`src/rtl/tpg_pkg.sv`:
```
package tpg_pkg;

  typedef enum logic [1:0] {
    MODE_DATA = 2'b00,
    MODE_CNT  = 2'b01,
    MODE_PRBS = 2'b10,
    MODE_RSVD = 2'b11
  } tpg_mode_e;

  localparam int HALF_W = 16;
  localparam int WORD_W = 2 * HALF_W;
  localparam int PRBS_W = 23;
  localparam int TAP_A  = 22;   // x^23
  localparam int TAP_B  = 17;   // x^18
  localparam logic [PRBS_W-1:0] PRBS_SEED = '1;

  // 16 output bits, first bit in the MSB
  function automatic logic [HALF_W-1:0] prbs_chunk(input logic [PRBS_W-1:0] s);
    logic [PRBS_W-1:0] st;
    logic [HALF_W-1:0] o;
    st = s;
    o  = '0;
    for (int k = 0; k < HALF_W; k++) begin
      o[HALF_W-1-k] = st[TAP_A];
      st = {st[PRBS_W-2:0], st[TAP_A] ^ st[TAP_B]};
    end
    return o;
  endfunction

  function automatic logic [PRBS_W-1:0] prbs_adv(input logic [PRBS_W-1:0] s);
    logic [PRBS_W-1:0] st;
    st = s;
    for (int k = 0; k < HALF_W; k++) begin
      st = {st[PRBS_W-2:0], st[TAP_A] ^ st[TAP_B]};
    end
    return st;
  endfunction

endpackage

```
`src/rtl/tpg_seq.sv`:
```
module tpg_seq
  import tpg_pkg::*;
#(
  parameter int CNT_W = 8
) (
  input  logic              clk_i,
  input  logic              rst_ni,
  input  logic [1:0]        mode_i,
  input  logic              restart_i,
  input  logic              adv_i,
  output logic [WORD_W-1:0] word_o
);

  logic [CNT_W-1:0]  cnt_q, cnt_cur;
  logic [PRBS_W-1:0] sr_q, sr_cur;
  logic [HALF_W-1:0] half;

  always_comb begin
    cnt_cur = restart_i ? '0 : cnt_q;
    sr_cur  = restart_i ? PRBS_SEED : sr_q;
    if (mode_i == MODE_CNT) half = {{(HALF_W-CNT_W){1'b0}}, cnt_cur};
    else                    half = ~prbs_chunk(sr_cur);
    word_o = {half, half};
  end

  always_ff @(posedge clk_i or negedge rst_ni) begin
    if (!rst_ni) begin
      cnt_q <= '0;
      sr_q  <= PRBS_SEED;
    end else if (adv_i) begin
      cnt_q <= cnt_cur + 1'b1;
      sr_q  <= prbs_adv(sr_cur);
    end else begin
      cnt_q <= cnt_cur;
      sr_q  <= sr_cur;
    end
  end

endmodule

```
`config.mk`:
```
export PLATFORM = sky130hd
export DESIGN_NAME = tpg_seq
export DESIGN_NICKNAME = d
export VERILOG_FILES = /design/src/rtl/tpg_pkg.sv /design/src/rtl/tpg_seq.sv
export SDC_FILE = /design/constraint.sdc
export NUM_CORES = 1
export LEC_CHECK = 0
export CORE_MARGIN = 2
export CORE_UTILIZATION = 45
export DETAILED_ROUTE_END_ITERATION = 10
export MAX_ROUTING_LAYER = met4
export PLACE_DENSITY = 0.75
export RECOVER_POWER = 50
export SYNTH_ARGS = -nofsm -noshare
export SYNTH_HDL_FRONTEND = slang
export SYNTH_SLANG_ARGS = --single-unit
export TNS_END_PERCENT = 50
```
`constraint.sdc`:
```
create_clock -name clk_i -period 1.3 [get_ports clk_i]
set_input_delay 0.13 -clock clk_i [delete_from_list [all_inputs] [get_ports clk_i]]
set_output_delay 0.13 -clock clk_i [all_outputs]
set_load 0.02 [all_outputs]
```
# Word-level counts from Yosys, hierarchy flattened
# Index checks and enable logic that the tools add are counted.
# word_totals
out_inout_bits	32
register_bits	31
wordCells	26
inputBits	6
# op_classes
add_sub_neg	1
eq_ne	1
n_mux	5
bitwise_logic	17
# ops
op	count
23-bit two-way mux	2
16-bit two-way mux	1
8-bit two-way mux	2
16-bit NOT	1
1-bit bitwise XOR	16
8-bit by 1-bit adder with 8-bit output, second input constant	1
2-bit by 1-bit equality test with 1-bit output, second input constant	1

# Longest topological paths before layout
# Gate-level depths: netlist (run 1).
# logic_depth
word_depth	3
mapped_depth	7
depth_no_buf	6

# Worst setup path after synthesis (run 1)
# OpenSTA, ideal clock, no wires.
# synth_timing
path_kind	input -> output
start	input port mode_i[1]
end	output port word_o[18]
path_buffers	3
required_time_ns	1.170
stages	5
path_slack_ns	-0.355
arrival_ns	1.525
cell_sequence	nand2b_1 -> clkbuf_1 -> clkbuf_1 -> a211oi_1 -> buf_4
# synth_between
elab_chain_cells	2
# synth_lines
item	line	rtl
start: declaration	tpg_seq.sv:8	input logic [1:0] mode_i,
2-bit by 1-bit equality test with 1-bit output	tpg_seq.sv:21	if (mode_i == MODE_CNT) half = {{(HALF_W-CNT_W){1'b0}}, cnt_cur};
16-bit two-way mux	tpg_seq.sv:21	
end: declaration	tpg_seq.sv:11	output logic [WORD_W-1:0] word_o
# No other way between the ends.

# Worst setup path in the final report (run 1)
# layout_timing
start	register cnt_q[0]
end	register cnt_q[6]
# layout_between
elab_chain_cells	3
# layout_lines
item	line	rtl
start: declaration	tpg_seq.sv:14	logic [CNT_W-1:0] cnt_q, cnt_cur;
start signal: assignment	tpg_seq.sv:31	cnt_q <= cnt_cur + 1'b1;
start signal: assignment	tpg_seq.sv:34	cnt_q <= cnt_cur;
8-bit two-way mux	tpg_seq.sv:19	cnt_cur = restart_i ? '0 : cnt_q;
8-bit by 1-bit adder with 8-bit output	tpg_seq.sv:31	
8-bit two-way mux	tpg_seq.sv:30	end else if (adv_i) begin
# No other way between the ends.

==> metrics.md, run 1 <==
| Metric | Value |
|---|---|
| Worst Hold Class | `input pin to async pin` |
| Hold_buf cts | `0` |
| RSZ-0062 raised after global routing | `yes` |
| First drt pass iteration count | `4` |
| PD cells | `approximately 1100 nW/um^2` |
| Ys Warns | `0` |
| P_leak | `around 1.1 nW` |
| Post-synth top area cell | `dfstp_2` |
| Area growth from synthesis to layout | `52.2%` |
| Port-buffer cells | `37` |
| Inst Count DP | `between 200 and 300` |
| Antenna violations before repair | `0` |
| Synth Cell Area | `1720 sq um` |
| Setup violators final | `5` |
| TritonCTS clock tree | `built` |
| CP required | `around 1500 ps` |
| Global-route wire length before repair | `~7300 um` |
| Critical Path Start Type | `register` |
| Clock sinks | `31` |
| Cell Chain, Critical Path | `nand2b_4 > inv_4 > ha_4 > nand3_2 > or3_4 > a21oi_2` |
| GP Congestion | `~0.84` |
| Final core utilization | `between 70% and 80%` |
| H-tree levels | `2` |
| Critical path class | `register to register` |
| Final Hold Viols | `0` |
| #FFs+latches synth | `31` |
| Worst r2r path cells | `6` |
| Layout cells sized above 1 | `roughly 57%` |
| Post-DP HPWL | `3090 um` |
| Core box area | `roughly 3700 sq um` |
| Reg clk slew, reported paths | `around 60 ps` |
| Post-synth EDFFs | `0` |
| Final cell count without fillers | `between 200 and 300` |
| Failing checks | `setup timing` |
| Ratio of final minimum period to clock period | `104%` |
| DIE AREA | `4340 sq um` |
| Clk_lat worst skew | `290 ps` |
| CP Capture Type | `register` |
| Clock buffer depth | `2` |
| Slowest cell on crit path | `dfrtp_1` |
| Max Slew Vio Count | `0` |
| First DRT Iteration DRCs | `34` |
| Detailed Route WL | `4450 um` |
| R2R setup slack | `-60 ps` |
| Io pins | `38` |
| Syn nets | `approximately 190` |
| Die Width | `between 60 and 70 um` |
| Slowest stage delay, CP | `420 ps` |
| Max_cap viols | `0` |
| Synth unique cells | `28` |
| Seq/Total Area, Yosys | `46.7%` |
| Fmax achieved | `737 MHz` |
| Drt wl/cell | `15.6 um` |
| Top post-synthesis cells by area | `dfstp_2 (35%), dfrtp_1 (12%), xnor2_1 (9.1%)` |
| Post-layout min period | `approximately 1400 ps` |
| Synthesized area per cell | `a little under 10 sq um` |
| Worst EP arrival | `between 1500 and 2000 ps` |
| Num CTS Buffers | `5` |
| Root Buffer | `clkbuf_8` |
| DRT antenna net count | `0` |
| Die Y | `around 66 um` |
| Most common flop cell mapped by yosys | `dfstp_2` |
| Worst slew margin | `50.7%` |
| Async SR Flop Fraction | `100%` |
| DR vias | `roughly 1,500` |
| Post-route cell area | `approximately 2600 sq um` |
| Clk_skew | `approximately 6.6 ps` |
| Placed Area | `roughly 2400 sq um` |
| Final #Nets | `around 240` |
| Diodes inserted | `0` |
| Vias per cell | `approximately 5.3` |
| CP max FO | `3` |
| Synth Instances | `179` |
| Worst Tran Pin Value | `740 ps` |
| Status | `complete, but fails checks` |
| Final setup margin | `-57.0 ps` |
| Number of global-route vias before repair | `between 1,500 and 2,000` |
| Largest net degree at the start of global routing | `32` |
| WHS | `between 400 and 500 ps` |
| GRT Total Usage | `between 20 and 25%` |
| Grt ovf | `0` |
| Starting Density | `approximately 47%` |
| Row count | `22` |
| Drc violations | `0` |
| Yosys top cell area share | `about a third` |
| Maximum VDD drop | `between 0.9 and 1 mV` |
-- state kept, by name, indices dropped and copies added (netlist names) --
| signal | cells |
|---|---|
| cnt_q | 8 |
| sr_q | 23 |
-- through the flow --
step / setup slack [ps] / TNS [ps] / power (mW)
after floorplan: -62.6 / -556 / 1.68
after global placement: -775 / -31530 / 1.97
after detailed placement: -856 / -33490 / 2.00
after CTS: -65.1 / -172 / 2.89
after global routing: -83.7 / -536 / 3.01
final: -57.0 / -158 / 2.89
-- placed cells by master (no fill, tap or decap), drive strengths merged --
cell	n
a211o	7
a211oi	6
a21oi	3
and2b	3
buf	65
clkbuf	8
clkdlybuf4s15	9
clkdlybuf4s50	1
clkinvlp	1
dfrtp	8
dfstp	23
dlygate4sd2	3
dlygate4sd3	1
ha	1
inv	3
nand2	5
nand2b	4
nand3	2
nand4	2
nor2	32
nor2b	5
o21ai	5
o22ai	16
o31ai	1
or2b	1
or3	2
or4	1
xnor2	18
xor2	2
-- area by class of cell --
| cell class | instances | area (sq um) |
|---|---|---|
| fillers | 259 | 1040 |
| multi-input cells | 116 | 921 |
| flip-flops and latches | 31 | 805 |
| repair buffers | 80 | 722 |
| clock buffers | 7 | 96.3 |
| well taps | 48 | 60.1 |
| inverters | 3 | 13.8 |
| clock inverters | 1 | 7.51 |
-- cells by family after synthesis --
logic type / share of synthesized area, %
AOI/OAI and AO/OA: 14.7
adders and majority gates: 0.726
DFF: 46.7
buffers and inverters: 11.0
and+or+nand+nor: 16.7
xor gates and xnor gates: 10.2
-- synthesized netlist by cell type (4+ instances only) --
master and count:
o22ai_1 16, clkbuf_1 4, nor2b_1 5, o21ai_0 5
a211oi_1 6, dfstp_2 23, nand2_1 5, dfrtp_1 8
buf_2 5, buf_4 17, nor2_1 32, a211o_1 7
nand2b_1 4, xnor2_1 18
-- worst max-delay path, delay by kind of cell, from the launching register on --
kind            cells  cell delay, ps
simple gates        3             550
compound gates      1             130
flops               1             420
buf+inv             1              60
fa+ha+maj           1             130
-- power by group --
group / switching (mW) / leakage, nW / internal [mW]
clock network: 0.368 / 0.0505 / 0.481
logic: 0.421 / 0.706 / 0.423
registers: 0.0865 / 0.350 / 1.12
total: 0.876 / 1.11 / 2.02
-- worst paths after layout --
path	start	to
max	cnt_q[0]	cnt_q[6]
min	rst_ni	cnt_q[7]
max reg2reg	cnt_q[0]	cnt_q[6]
min reg2reg	sr_q[1]	sr_q[1]
max in group asynchronous	rst_ni	cnt_q[3]
min in group clk_i	restart_i	cnt_q[6]
-- metal layers --
layer  track usage (%)  up-vias  share of wire [%]
li1                  -      704                  -
met1              26.4      745                 41
met2              40.0       42                 53
met3              3.75       13                3.4
met4              10.9        0                2.6
met5                 -        -                  0
-- repair_timing --
| action | in CTS | in global routing |
|---|---|---|
| endpoints found under the hold margin | 0 | 0 |
| cloned | 0 | 0 |
| endpoints found under the setup margin | 49 | 15 |
| setup buffers | 1 | 2 |
| pin swaps | 10 | 6 |
| gates resized for setup | 168 | 21 |
No activity file was read; power rests on OpenSTA's default activity.
==> inputs of run 2 (changes only) <==
Settings changed: CORE_UTILIZATION 45 to 50, PLACE_DENSITY 0.75 to 0.79, SKIP_LAST_GASP from default to 1.
Clock period 1.3 ns to 1.5 ns, I/O delays scaled along.
==> metrics.md, run 2 (same netlist as run 1, synthesis figures left out) <==
| Metric | Value |
|---|---|
| Status | `complete, no violations (was complete, but fails checks)` |
| Antenna violations before repair | `0 (unchanged)` |
| Inst Count DP | `266 (was 275)` |
| Worst EP arrival | `1350 ps (was 1570 ps)` |
| Grt ovf | `0 (unchanged)` |
| Crit path max-delay family | `flip-flops (was simple AND/OR/NAND/NOR gates)` |
| Num CTS Buffers | `5 (unchanged)` |
| Worst slew margin | `50.5% (was 50.7%)` |
| Gr busiest metal | `met2 (unchanged)` |
| Final Hold Viols | `0 (unchanged)` |
| Maximum VDD drop | `0.801 mV (was 0.974 mV)` |
| H-tree levels | `2 (unchanged)` |
| Clock buffer depth | `2 (unchanged)` |
| Gate power share | `28.2% (was 29.1%)` |
| Vias per cell | `5.39 (was 5.26)` |
| Max Slew Vio Count | `0 (unchanged)` |
| Final core utilization | `69.5% (was 71.7%)` |
| DRT antenna net count | `0 (unchanged)` |
| Number of global-route vias before repair | `1,517 (was 1,550)` |
| Commonest non-fill, non-tap cell in the layout | `buf_4 (unchanged)` |
| Final #Nets | `237 (was 244)` |
| CP max FO | `2 (was 3)` |
| WHS | `393 ps (was 451 ps)` |
| Fill count | `278 (was 259)` |
| Top Registers | `sr_q (23), cnt_q (8) (unchanged)` |
| Drc violations | `0 (unchanged)` |
| Clock power share | `25.6% (was 29.3%)` |
| Critical Path Start Type | `register (unchanged)` |
| RR Startpoint | `cnt_q[1] (was cnt_q[0])` |
| Net Sw Power | `0.716 mW (was 0.876 mW)` |
| Area growth from synthesis to layout | `34.5% (was 52.2%)` |
| DIE AREA | `3930 sq um (was 4340 sq um)` |
| Worst r2r path cells | `7 (was 6)` |
| Detailed Route WL | `4550 um (was 4450 um)` |
| CP required | `1350 ps (was 1520 ps)` |
| Met1 Resource Use GR | `27.5% (was 26.4%)` |
| Layout cells sized above 1 | `50.2% (was 56.7%)` |
| Io pins | `38 (unchanged)` |
| Row count | `21 (was 22)` |
| Reg with most FFs | `sr_q (unchanged)` |
| Internal cell power | `1.54 mW (was 2.02 mW)` |
| Starting Density | `51.7% (was 47.1%)` |
| Global-route wire length before repair | `7180 um (was 7270 um)` |
| First DRT Iteration DRCs | `88 (was 34)` |
| Reg power frac | `46.2% (was 41.5%)` |
| Worst Hold Class | `input pin to async pin (unchanged)` |
| Slowest stage delay, CP | `550 ps (was 420 ps)` |
| Fmax achieved | `667 MHz` |
| Worst r2r dst | `cnt_q[6] (unchanged)` |
| Clk_skew | `8.69 ps (was 6.63 ps)` |
| Placed Area | `2230 sq um (was 2380 sq um)` |
| TritonCTS clock tree | `built (unchanged)` |
| Root Buffer | `clkbuf_4 (was clkbuf_8)` |
| Post-layout min period | `between 1000 and 1500 ps` |
| Power after layout | `2.26 mW (was 2.89 mW)` |
| Clock sinks | `31 (unchanged)` |
| Diodes inserted | `0 (unchanged)` |
| Post-route cell area | `2320 sq um (was 2630 sq um)` |
| Commonest cells after routing, fill and taps aside | `buf_4 (40), nor2_1 (28), dfstp_2 (23), buf_2 (20), xnor2_1 (18) (was buf_4 (35), nor2_1 (26), dfstp_2 (23), buf_6 (21), xnor2_1 (18))` |
| P_leak | `1.04 nW (was 1.11 nW)` |
| Die Width | `62.7 um (was 65.9 um)` |
| Worst Tran Pin Value | `743 ps (was 740 ps)` |
| RSZ-0062 raised after global routing | `yes (unchanged)` |
| GP Congestion | `0.849 (was 0.838)` |
| Ratio of final minimum period to clock period | `99.9%` |
| Routing usage on met3 | `4.86% (was 3.75%)` |
| Sw Ratio | `31.7% (was 30.3%)` |
| Core box area | `3340 sq um (was 3660 sq um)` |
| Post-DP HPWL | `3080 um (was 3090 um)` |
| First drt pass iteration count | `4 (unchanged)` |
| CP Buf/Inv Count | `1 (unchanged)` |
| GRT Total Usage | `24.2% (was 23.2%)` |
| Cell Chain, Critical Path | `nor2_1 > nand2_1 > o21ai_1 > clkdlybuf4s15_2 (was nand2b_4 > inv_4 > ha_4 > nand3_2 > or3_4 > a21oi_2)` |
| PD cells | `974 nW/um^2 (was 1100 nW/um^2)` |
| Hold_buf cts | `0 (unchanged)` |
| Port-buffer cells | `37 (unchanged)` |
| Setup violators final | `0 (was 5)` |
| Final cell count without fillers | `277 (was 286)` |
| Max_cap viols | `0 (unchanged)` |
| Die Y | `62.7 um (was 65.9 um)` |
| Clk_lat worst skew | `350 ps (was 290 ps)` |
| Largest register FFs | `23 (unchanged)` |
| Met2 global-route usage | `40.9% (was 40.0%)` |
| R2R setup slack | `80 ps (was -60 ps)` |
| Drt wl/cell | `16.4 um (was 15.6 um)` |
| CP Capture Type | `output pin (was register)` |
| Slowest cell on crit path | `dfstp_2 (was dfrtp_1)` |
| Critical path class | `register to output pin (was register to register)` |
| Reg clk slew, reported paths | `90 ps (was 60 ps)` |
| DR vias | `1,492 (was 1,504)` |
| Largest net degree at the start of global routing | `32 (unchanged)` |
run 2: changes by cell type in the layout (fill, tap and decap cells not counted), sizes merged:
cell and delta:
dlymetal6s2s +2, clkbuf +3, buf -3, dlygate4sd2 -2
dlygate4sd3 +1, clkdlybuf4s15 -7, clkdlybuf4s50 -1
run 2: timing repair:
item                       CTS  global route
gates resized for setup    150            27
pin swaps                    3             5
cloned                       0             1
setup buffers                0             2
setup endpoints to repair   33            32
run 2: per-stage QoR:
step | setup TNS (ps) | worst slack [ps]
finish | 0 | 1.40
global route | -65.5 | -32.9
CTS | -585 | -67.4
detailed placement | -22590 | -638
global placement | -21670 | -626
floorplan | -1380 | -195
run 2: power by group through the flow:
stage                     sequential [mW]  combinational (mW)  clock, mW
after detailed placement             1.04               0.626          0
after CTS                            1.03               0.607      0.589
after global placement               1.04               0.607          0
final                                1.04               0.637      0.578
after floorplan                      1.05               0.363          0
after global routing                 1.05               0.686      0.624
run 2: how the worst max path moves through the flow:
stage	startpoint	end	depth (start not counted)
after floorplan	mode_i[1]	word_o[18]	5
final	sr_q[7]	word_o[16]	4
after detailed placement	mode_i[1]	word_o[5]	6
after global routing	sr_q[7]	word_o[16]	4
after global placement	mode_i[1]	word_o[2]	6
after CTS	sr_q[8]	word_o[17]	4
run 2: cell type report:
cell class / count / area (sq um) / share of cell area (%)
Multi-Input combinational cell: 116 / 826 / 35.6
Sequential cell: 31 / 805 / 34.7
Timing Repair Buffer: 73 / 547 / 23.6
Clock buffer: 7 / 65.1 / 2.81
Tap cell: 46 / 57.6 / 2.48
Inverter: 3 / 11.3 / 0.486
Clock inverter: 1 / 7.51 / 0.324
run 2: layer usage:
layer,wire (um),vias to the layer above
li1,-,692
met1,1820,741
met2,2440,47
met3,195,12
met4,99,0
met5,0,-
run 2: worst register-to-register path, delay by kind of cell, from the launching register on:
family / cells / cell delay (ps)
AOI/OAI and AO/OA: 1 / 120
buffers and inverters: 2 / 200
DFF: 1 / 360
and+or+nand+nor: 3 / 540
adders and majority gates: 1 / 140
